## src/rtl/pmc_pkg.sv

```systemverilog
`timescale 1ns/1ps
package pmc_pkg;

  typedef enum logic [1:0] {
    ST_IDLE  = 2'd0,
    ST_EVAL  = 2'd1,
    ST_ERASE = 2'd2,
    ST_WRITE = 2'd3
  } pmcState_t;

  // control -> datapath
  typedef struct packed {
    logic capture;
    logic eraseStb;
    logic writeStb;
  } pmcStrobe_t;

  // datapath -> control
  typedef struct packed {
    logic opValid;
    logic needErase;
    logic isLock;
  } pmcFlags_t;

endpackage

```

## src/rtl/pmc_ctrl.sv

```systemverilog
`timescale 1ns/1ps
module pmc_ctrl
  import pmc_pkg::*;
#(
  parameter int ERASE_CYCLES = 8,
  parameter int WRITE_CYCLES = 8
) (
  input  logic       clk,
  input  logic       rstN,
  input  logic       reqValid,
  input  logic       abortIn,
  input  logic       readSeen,
  input  pmcFlags_t  flags,
  output pmcStrobe_t stb,
  output logic       busy,
  output logic       done,
  output logic       armed
);

  localparam int MAX_CYC = (ERASE_CYCLES > WRITE_CYCLES) ? ERASE_CYCLES : WRITE_CYCLES;
  localparam int CNT_W   = $clog2(MAX_CYC + 1);
  localparam logic [CNT_W-1:0] ERASE_LOAD = CNT_W'(ERASE_CYCLES - 1);
  localparam logic [CNT_W-1:0] WRITE_LOAD = CNT_W'(WRITE_CYCLES - 1);

  pmcState_t        state, stateN;
  logic [CNT_W-1:0] cnt, cntN;
  logic             doneN;
  logic             phaseEnd;

  assign phaseEnd = (cnt == '0);

  always_comb begin
    stb          = '0;
    stb.capture  = (state == ST_IDLE) && reqValid && !abortIn;
    stb.eraseStb = (state == ST_ERASE) && phaseEnd && !abortIn;
    stb.writeStb = (state == ST_WRITE) && phaseEnd && !abortIn;
  end

  always_comb begin
    stateN = state;
    cntN   = cnt;
    doneN  = 1'b0;
    unique case (state)
      ST_IDLE: begin
        if (stb.capture) stateN = ST_EVAL;
      end
      ST_EVAL: begin
        if (!armed || !flags.opValid) begin
          stateN = ST_IDLE;
          doneN  = 1'b1;
        end else if (flags.isLock || !flags.needErase) begin
          stateN = ST_WRITE;
          cntN   = WRITE_LOAD;
        end else begin
          stateN = ST_ERASE;
          cntN   = ERASE_LOAD;
        end
      end
      ST_ERASE: begin
        if (phaseEnd) begin
          stateN = ST_WRITE;
          cntN   = WRITE_LOAD;
        end else begin
          cntN = cnt - 1'b1;
        end
      end
      ST_WRITE: begin
        if (phaseEnd) begin
          stateN = ST_IDLE;
          doneN  = 1'b1;
        end else begin
          cntN = cnt - 1'b1;
        end
      end
      default: stateN = ST_IDLE;
    endcase
    if (abortIn) begin
      stateN = ST_IDLE;
      doneN  = 1'b0;
    end
  end

  always_ff @(posedge clk or negedge rstN) begin
    if (!rstN) begin
      state <= ST_IDLE;
      cnt   <= '0;
      done  <= 1'b0;
    end else begin
      state <= stateN;
      cnt   <= cntN;
      done  <= doneN;
    end
  end

  always_ff @(posedge clk or negedge rstN) begin
    if (!rstN)         armed <= 1'b0;
    else if (readSeen) armed <= 1'b1;
  end

  assign busy = (state != ST_IDLE);

endmodule

```

## src/rtl/pmc_datapath.sv

```systemverilog
`timescale 1ns/1ps
module pmc_datapath
  import pmc_pkg::*;
#(
  parameter int ADDR_W     = 8,
  parameter int DATA_W     = 8,
  parameter int LOCK_COUNT = 32,
  localparam int LOCK_BYTES = LOCK_COUNT / DATA_W,
  localparam int LIDX_W     = (LOCK_BYTES > 1) ? $clog2(LOCK_BYTES) : 1
) (
  input  logic                  clk,
  input  logic                  rstN,
  input  pmcStrobe_t            stb,
  input  logic                  reqLock,
  input  logic [ADDR_W-1:0]     reqAddr,
  input  logic [DATA_W-1:0]     reqData,
  input  logic [ADDR_W-1:0]     rdAddr,
  input  logic [LIDX_W-1:0]     lockRdIdx,
  output pmcFlags_t             flags,
  output logic [DATA_W-1:0]     rdData,
  output logic [DATA_W-1:0]     lockRdByte,
  output logic                  lockQ,
  output logic [ADDR_W-1:0]     addrQ,
  output logic [DATA_W-1:0]     dataQ,
  output logic [DATA_W-1:0]     curByte,
  output logic [LOCK_COUNT-1:0] lockBits
);

  localparam int DEPTH = 1 << ADDR_W;
  localparam int LB_W  = $clog2(LOCK_COUNT);

  logic [DATA_W-1:0] mem [DEPTH];
  logic [DATA_W-1:0] lockBytes [LOCK_BYTES];
  logic [LB_W-1:0]   lockIdx;
  logic              inLockRange;
  logic              curLockBit;

  // captured request
  always_ff @(posedge clk or negedge rstN) begin
    if (!rstN) begin
      lockQ <= 1'b0;
      addrQ <= '0;
      dataQ <= '0;
    end else if (stb.capture) begin
      lockQ <= reqLock;
      addrQ <= reqAddr;
      dataQ <= reqData;
    end
  end

  assign curByte     = mem[addrQ];
  assign lockIdx     = addrQ[LB_W-1:0];
  assign inLockRange = ({1'b0, addrQ} < (ADDR_W+1)'(LOCK_COUNT));
  assign curLockBit  = lockBits[lockIdx];

  always_comb begin
    flags        = '0;
    flags.isLock = lockQ;
    if (lockQ) begin
      flags.opValid = inLockRange && curLockBit && (dataQ == curByte);
    end else begin
      flags.opValid   = !(inLockRange && !curLockBit) && (dataQ != curByte);
      flags.needErase = |(dataQ & ~curByte);
    end
  end

  // byte array
  always_ff @(posedge clk or negedge rstN) begin
    if (!rstN) begin
      for (int i = 0; i < DEPTH; i++) mem[i] <= '1;
    end else if (stb.eraseStb) begin
      mem[addrQ] <= '1;
    end else if (stb.writeStb && !lockQ) begin
      mem[addrQ] <= mem[addrQ] & dataQ;
    end
  end

  // one-way lock bits
  always_ff @(posedge clk or negedge rstN) begin
    if (!rstN) begin
      lockBits <= '1;
    end else if (stb.writeStb && lockQ) begin
      lockBits[lockIdx] <= 1'b0;
    end
  end

  // read ports
  genvar g;
  generate
    for (g = 0; g < LOCK_BYTES; g++) begin : gLockByte
      assign lockBytes[g] = lockBits[g*DATA_W +: DATA_W];
    end
  endgenerate

  assign rdData     = mem[rdAddr];
  assign lockRdByte = lockBytes[lockRdIdx];

endmodule

```

## src/rtl/prot_mem_ctrl.sv

```systemverilog
`timescale 1ns/1ps
module prot_mem_ctrl
  import pmc_pkg::*;
#(
  parameter int ADDR_W       = 8,
  parameter int DATA_W       = 8,
  parameter int LOCK_COUNT   = 32,
  parameter int ERASE_CYCLES = 8,
  parameter int WRITE_CYCLES = 8,
  localparam int LOCK_BYTES  = LOCK_COUNT / DATA_W,
  localparam int LIDX_W      = (LOCK_BYTES > 1) ? $clog2(LOCK_BYTES) : 1
) (
  input  logic              clk,
  input  logic              rstN,
  input  logic              abortIn,
  input  logic              readSeen,
  input  logic              reqValid,
  input  logic              reqLock,
  input  logic [ADDR_W-1:0] reqAddr,
  input  logic [DATA_W-1:0] reqData,
  output logic              busy,
  output logic              done,
  input  logic [ADDR_W-1:0] rdAddr,
  output logic [DATA_W-1:0] rdData,
  input  logic [LIDX_W-1:0] lockRdIdx,
  output logic [DATA_W-1:0] lockRdByte
);

  pmcStrobe_t            stbW;
  pmcFlags_t             flagsW;
  logic                  armedW;
  logic                  lockQW;
  logic [ADDR_W-1:0]     addrQW;
  logic [DATA_W-1:0]     dataQW;
  logic [DATA_W-1:0]     curByteW;
  logic [LOCK_COUNT-1:0] lockBitsW;

  pmc_ctrl #(
    .ERASE_CYCLES(ERASE_CYCLES),
    .WRITE_CYCLES(WRITE_CYCLES)
  ) ctrl_i (
    .clk      (clk),
    .rstN     (rstN),
    .reqValid (reqValid),
    .abortIn  (abortIn),
    .readSeen (readSeen),
    .flags    (flagsW),
    .stb      (stbW),
    .busy     (busy),
    .done     (done),
    .armed    (armedW)
  );

  pmc_datapath #(
    .ADDR_W    (ADDR_W),
    .DATA_W    (DATA_W),
    .LOCK_COUNT(LOCK_COUNT)
  ) dp_i (
    .clk       (clk),
    .rstN      (rstN),
    .stb       (stbW),
    .reqLock   (reqLock),
    .reqAddr   (reqAddr),
    .reqData   (reqData),
    .rdAddr    (rdAddr),
    .lockRdIdx (lockRdIdx),
    .flags     (flagsW),
    .rdData    (rdData),
    .lockRdByte(lockRdByte),
    .lockQ     (lockQW),
    .addrQ     (addrQW),
    .dataQ     (dataQW),
    .curByte   (curByteW),
    .lockBits  (lockBitsW)
  );

endmodule

```

## config.mk

```make
export PLATFORM = sky130hd
export DESIGN_NAME = prot_mem_ctrl
export DESIGN_NICKNAME = d
export VERILOG_FILES = /design/src/rtl/pmc_pkg.sv /design/src/rtl/pmc_ctrl.sv /design/src/rtl/pmc_datapath.sv /design/src/rtl/prot_mem_ctrl.sv
export SDC_FILE = /design/constraint.sdc
export NUM_CORES = 2
export LEC_CHECK = 0
export BUFFER_PORTS_ARGS = -buffer_cell sky130_fd_sc_hd__buf_2
export CAP_MARGIN = 20
export CORE_ASPECT_RATIO = 1.1
export CORE_MARGIN = 1.5
export CORE_UTILIZATION = 25
export CTS_CLUSTER_DIAMETER = 60
export DETAILED_ROUTE_END_ITERATION = 10
export PLACE_DENSITY = 0.4
export SLEW_MARGIN = 5
export SYNTH_ARGS = -nofsm -noshare
export SYNTH_HDL_FRONTEND = slang
export SYNTH_SLANG_ARGS = --single-unit
```

## constraint.sdc

```tcl
create_clock -name clk -period 6.4 [get_ports clk]
set_input_delay 1.92 -clock clk [delete_from_list [all_inputs] [get_ports clk]]
set_output_delay 1.92 -clock clk [all_outputs]
set_load 0.01 [all_outputs]
```

* After elaboration in Yosys (flattened, before gate mapping) *
Index checks and enable logic that the tools add are counted.

cells by class
  add/subtract/negate cells = 1
  $mul = 0
  divide/modulo/power cells = 0
  magnitude comparators = 7
  equal/unequal tests = 10
  shifts and indexed selects = 0
  muxes and demuxes = 35
  bitwise logic cells = 9
  reductions and logical operators = 31

operators with widths
  kind                                                       number
  two-way mux 2048 bit                                       2
  bitwise mux 2048 bit                                       1
  bitwise OR 2048 bit                                        1
  binary-select mux 8 bit (select 8 bit)                     2
  demux 8 bit (select 8 bit)                                 1
  two-way mux 8 bit                                          7
  bitwise AND 32 bit                                         1
  inverter 32 bit                                            1
  greater-or-equal comparator 9 bit (second input constant)  2
  inverter 8 -> 9 bit                                        2
  bitwise AND 8 bit                                          2
  binary-select mux 8 bit (select 2 bit)                     1
  logical AND 1 bit                                          14
  two-way mux 4 bit                                          3
  case mux 4 bit (3 select lines)                            1
  two-way mux 2 bit                                          5
  < comparator 9 x 1 -> 1 bit (second input constant)        1
  != test 3 x 2 -> 1 bit (second input constant)             3
  equality test 8 bit                                        1
  < comparator 8 x 6 -> 1 bit (second input constant)        1
  two-way mux 1 bit                                          8
  != test 8 bit                                              1
  inverter 8 bit                                             1
  case mux 2 bit (4 select lines)                            1
  other kinds (19)                                           30

storage, ports and cells
  register bits = 2,105
  bits in latches = 0
  memory bits (writable) = 0
  ROM bits = 0
  bits of input ports = 32
  output and inout port bits = 18
  logic and storage cells = 357
  memories kept = 0

* Depth between registers and ports, before layout *
  depth in word-level cells = 14
  gate-level depth with buffers = 20
  mapped depth without buffers = 13

* Hierarchy *
A second synthesis with hierarchy kept.

unflattened totals
  cells, all modules = 9,762
  area, all modules = 111,923.6 sq um

by module, submodules not included
  module        times used  cells each  area an instance (sq um)  seq. area each (sq um)
  pmc_datapath  1           9,718       111,484.4                 55,077.8
  pmc_ctrl      1           44          439.2                     200.2

* Least setup slack after synthesis *
OpenSTA, ideal clock, no wires.

  kind = input -> output
  start = input port rdAddr[0]
  end = output port rdData[0]
  data arrival time = 4.195 ns
  data required time = 4.480 ns
  setup slack = 0.285 ns
  stages = 12
  buffers on the path = 6
  cells stage by stage = buf_2 > buf_2 > buf_4 > buf_2 > buf_2 > buf_2 > nor2_1 > a211oi_1 > nand3_1 > nand3_1 > a211oi_1 > nor4_1

on the way
  word-level cells in the longest chain between the ends = 4

RTL lines
  what                                                   line                 RTL
  from (decl)                                            prot_mem_ctrl.sv:23  input logic [ADDR_W-1:0] rdAddr,
  inverter 8 -> 9 bit (not written as such)              pmc_datapath.sv:95   assign rdData = mem[rdAddr];
  binary-select mux 8 bit (select 8 bit)                 pmc_datapath.sv:95
  two-way mux 8 bit (not written as such) (2 in series)  pmc_datapath.sv:95
  to (decl)                                              prot_mem_ctrl.sv:24  output logic [DATA_W-1:0] rdData,

Every way passes these cells. The select of a mux whose other input is x is not followed.

* Final worst setup path *
Same ends and word-level chain as after synthesis.

==> results.json <==
{
  "dp.cells": 14374,
  "grt_pass1_wl_mm": 838,
  "period_share": 1.07,
  "wl_mm": 618,
  "cp_top_family": "buffers and inverters",
  "synth.most_common_cell": "dfstp_2",
  "drive_gt1_frac": 0.555,
  "synth_ff_type": "dfstp_2",
  "path_class": "primary input to output pin",
  "arrival_ns": 4.93,
  "finalWorstSetupSlack_ns": -0.447,
  "syn_inst": 8083,
  "dp_hpwl_mm": 414,
  "die_w_um": 639,
  "cts.sinks": 2105,
  "synth-simple-area-share": 0.0439,
  "violations": "negative setup slack",
  "clock_latency_ns": 0.98,
  "grt_antenna_before_repair": 58,
  "synth_compound_area_frac": 0.209,
  "synth_edf_count": 0,
  "required_ns": 4.48,
  "cellLeakagePower_nw": 51.0,
  "startpoint_type": "primary input",
  "cts_buffers": 281,
  "overflow": 0,
  "vias": 91890,
  "coreArea_um2": 442000,
  "stdcell_area_um2": 139000,
  "dieArea_um2": 449000,
  "critPathCaptureType": "output pin",
  "status": "complete, but fails checks",
  "max_cap_violations": 0,
  "seq_power_share": 0.339,
  "grt_usage": 0.269,
  "place_area_um2": 127000,
  "min_period_ns": 6.85,
  "post-route-drc-count": 0,
  "slew_headroom": 0.0811,
  "switchingPower_w": 0.0150,
  "dr_wl_met2_mm": 268,
  "h-tree-depth": 5,
  "wl_met3_mm": 58.4,
  "hold_path.class": "register to register",
  "syn_area_um2": 111000,
  "die_h_um": 703,
  "max_clock_freq_mhz": 146,
  "yosys.area.top_type_share": 0.491,
  "clock-root-buffer": "clkbuf_16",
  "gp_congestion": 0.970,
  "hold_violations": 0,
  "drt-vias-per-instance": 6.11,
  "p_comb_frac": 0.260,
  "clock_power_share": 0.401,
  "synth_warnings": 0,
  "syn_nets": 8132,
  "portBuffers": 49,
  "routedWlPerCell_um": 41.1,
  "ys_ff_latch": 2105,
  "cpMostUsedCell": "buf_16",
  "rows": 256,
  "multi_input_area_um2": 54100,
  "netlist_top_cells_count": "dfstp_2 (2080), a2bb2oi_1 (2052), mux4_2 (880), clkbuf_1 (534), nor2_1 (504)",
  "synthAdderAreaFrac": 0.00191,
  "clk_pin_slew_worst_paths_ns": 0.05,
  "drtIter0Drc": 10757,
  "highest_layer": "met5",
  "setup_violations": 8,
  "grt_max_degree": 156,
  "crit_chain": "buf_16 -> buf_16 -> buf_12 -> buf_8 -> mux4_2 -> and2_1 -> o41ai_2 -> buf_4 -> o22ai_2 -> a211oi_4 -> nor4_4 -> buf_2",
  "synth_top_family_by_area": "multiplexers",
  "p_per_area_nw_per_um2": 296,
  "cp_max_fo": 7,
  "ioPinCount": 50,
  "switching_share": 0.365,
  "layout.cells.non_filler": 15040,
  "register_area_um2": 55300,
  "p_int_w": 0.0261,
  "nNetsFinal": 8907,
  "cts_tree": "built",
  "worst_clock_skew_ns": 0.0750,
  "crit_slowest_cell": "a211oi_4",
  "synth.avg_cell_area_um2": 13.8,
  "ir_drop_mv": 0.232,
  "wl_met1_mm": 249,
  "worst_pin_slew_ns": 1.38,
  "initial_core_util": 0.251,
  "muxShareOfSynthArea": 0.217,
  "synth_cell_types": 76,
  "syn_to_final_growth_pct": 25.0,
  "postSynth.asyncResetShare": 1.00,
  "max_stage_delay_ns": 0.51,
  "dr.pass1.iters": 6,
  "ys_seq_area_frac": 0.497,
  "cts_buffer_depth": 4,
  "crit_buf_inv": 6,
  "netlist.top_cell.by_area": "dfstp_2",
  "drt.antenna.violating_nets": 0,
  "num-fill-cells": 43810,
  "synth-xor-area-share": 0.0000788,
  "drv_slew": 0,
  "netlist_top_cells_area": "dfstp_2 (49%), mux4_2 (18%), a2bb2oi_1 (16%)",
  "grt_pass1_vias": 91888,
  "rsz0062_at_grt": "yes"
}
## power by group through the flow
stage / Combinational [W] / Clock (W) / Sequential [W]
5_1_grt: 0.0106 / 0.0172 / 0.0139
6_report: 0.0107 / 0.0165 / 0.0139
2_1_floorplan: 0.00438 / 0 / 0.0137
3_3_place_gp: 0.0102 / 0 / 0.0141
4_1_cts: 0.0103 / 0.0167 / 0.0139
3_5_place_dp: 0.0102 / 0 / 0.0141
## cells in the final DEF (no fill, tap or decap), drive strengths merged, types with 44 or more instances in the layout
cell	netlist	layout
nand2b	45	45
o22ai	72	72
a211oi	49	49
mux2	48	48
nor2	528	528
nand3	68	68
nand2	163	163
a22oi	166	166
a221oi	44	44
a2bb2oi	2052	2052
mux2i	373	373
nor3	61	61
mux4	880	880
a22o	61	61
a21oi	137	137
clkinv	1	47
clkbuf	534	402
dfstp	2080	2080
buf	288	1311
## layout make-up
class,count,share of cell area
Multi-Input combinational cell,5147,0.389
Antenna cell,32,0.000576
Clock inverter,97,0.00842
Clock buffer,402,0.0593
Sequential cell,2105,0.398
Timing Repair Buffer,1314,0.0907
Tap cell,5934,0.0534
Inverter,9,0.000288
## logic make-up after synthesis
logic type / Yosys count
fa+ha+maj: 17
xor+xnor: 1
flops: 2105
compound gates: 2780
buf+inv: 831
simple gates: 1048
mux: 1301
## stage by stage
| stage | TNS (ns) | util | hold slack, ns | setup slack, ns | power (W) |
|---|---|---|---|---|---|
| after floorplan | 0 | - | 0.440 | 0.285 | 0.0181 |
| after global placement | -11.08 | 0.285 | 0.451 | -2.45 | 0.0243 |
| after detailed placement | -9.18 | 0.286 | 0.456 | -1.64 | 0.0243 |
| after CTS | -2.73 | 0.312 | 0.463 | -0.386 | 0.0409 |
| after global routing | -2.59 | 0.314 | 0.473 | -0.425 | 0.0417 |
| final | -2.72 | 0.314 | 0.461 | -0.447 | 0.0411 |
## sequential cells by signal, summed over array words and instances, names as in the netlist
signal / cells
dp_i.mem: 2048
dp_i.lockBits: 32
dp_i.addrQ: 8
dp_i.dataQ: 8
ctrl_i.cnt: 4
ctrl_i.state: 2
ctrl_i.armed: 1
ctrl_i.done: 1
dp_i.lockQ: 1
## routing by layer
metal  track usage  vias to the layer above
met5             0                        -
met1         0.353                    50069
met3        0.0710                     1379
met4         0.156                       36
li1              -                    34618
met2         0.398                     5788
## what timing repair did
item | CTS | global route
pin swaps | 35 | 49
setup endpoints to repair | 8 | 8
setup buffers | 61 | 35
hold buffers | 0 | 0
gates resized for setup | 221 | 93
endpoints found under the hold margin | 0 | 0
cloned | 5 | 0
## path summary, 6_finish.rpt
| path | cells after the start | slack, ns | end | from |
|---|---|---|---|---|
| worst max-delay path | 12 | -0.45 | rdData[0] | rdAddr[0] |
| worst min-delay path | 1 | 0.46 | dp_i.lockBits[18] | dp_i.lockBits[18] |
| worst max register to register | 12 | 0.23 | dp_i.mem[460] | dp_i.addrQ[5] |
| worst min register to register | 1 | 0.46 | dp_i.lockBits[18] | dp_i.lockBits[18] |
| max in group asynchronous | 3 | 3.72 | dp_i.mem[23] | rstN |
| min in group asynchronous | 1 | 1.31 | dp_i.mem[889] | rstN |
Note: power is estimated with default switching activity, not from simulation.
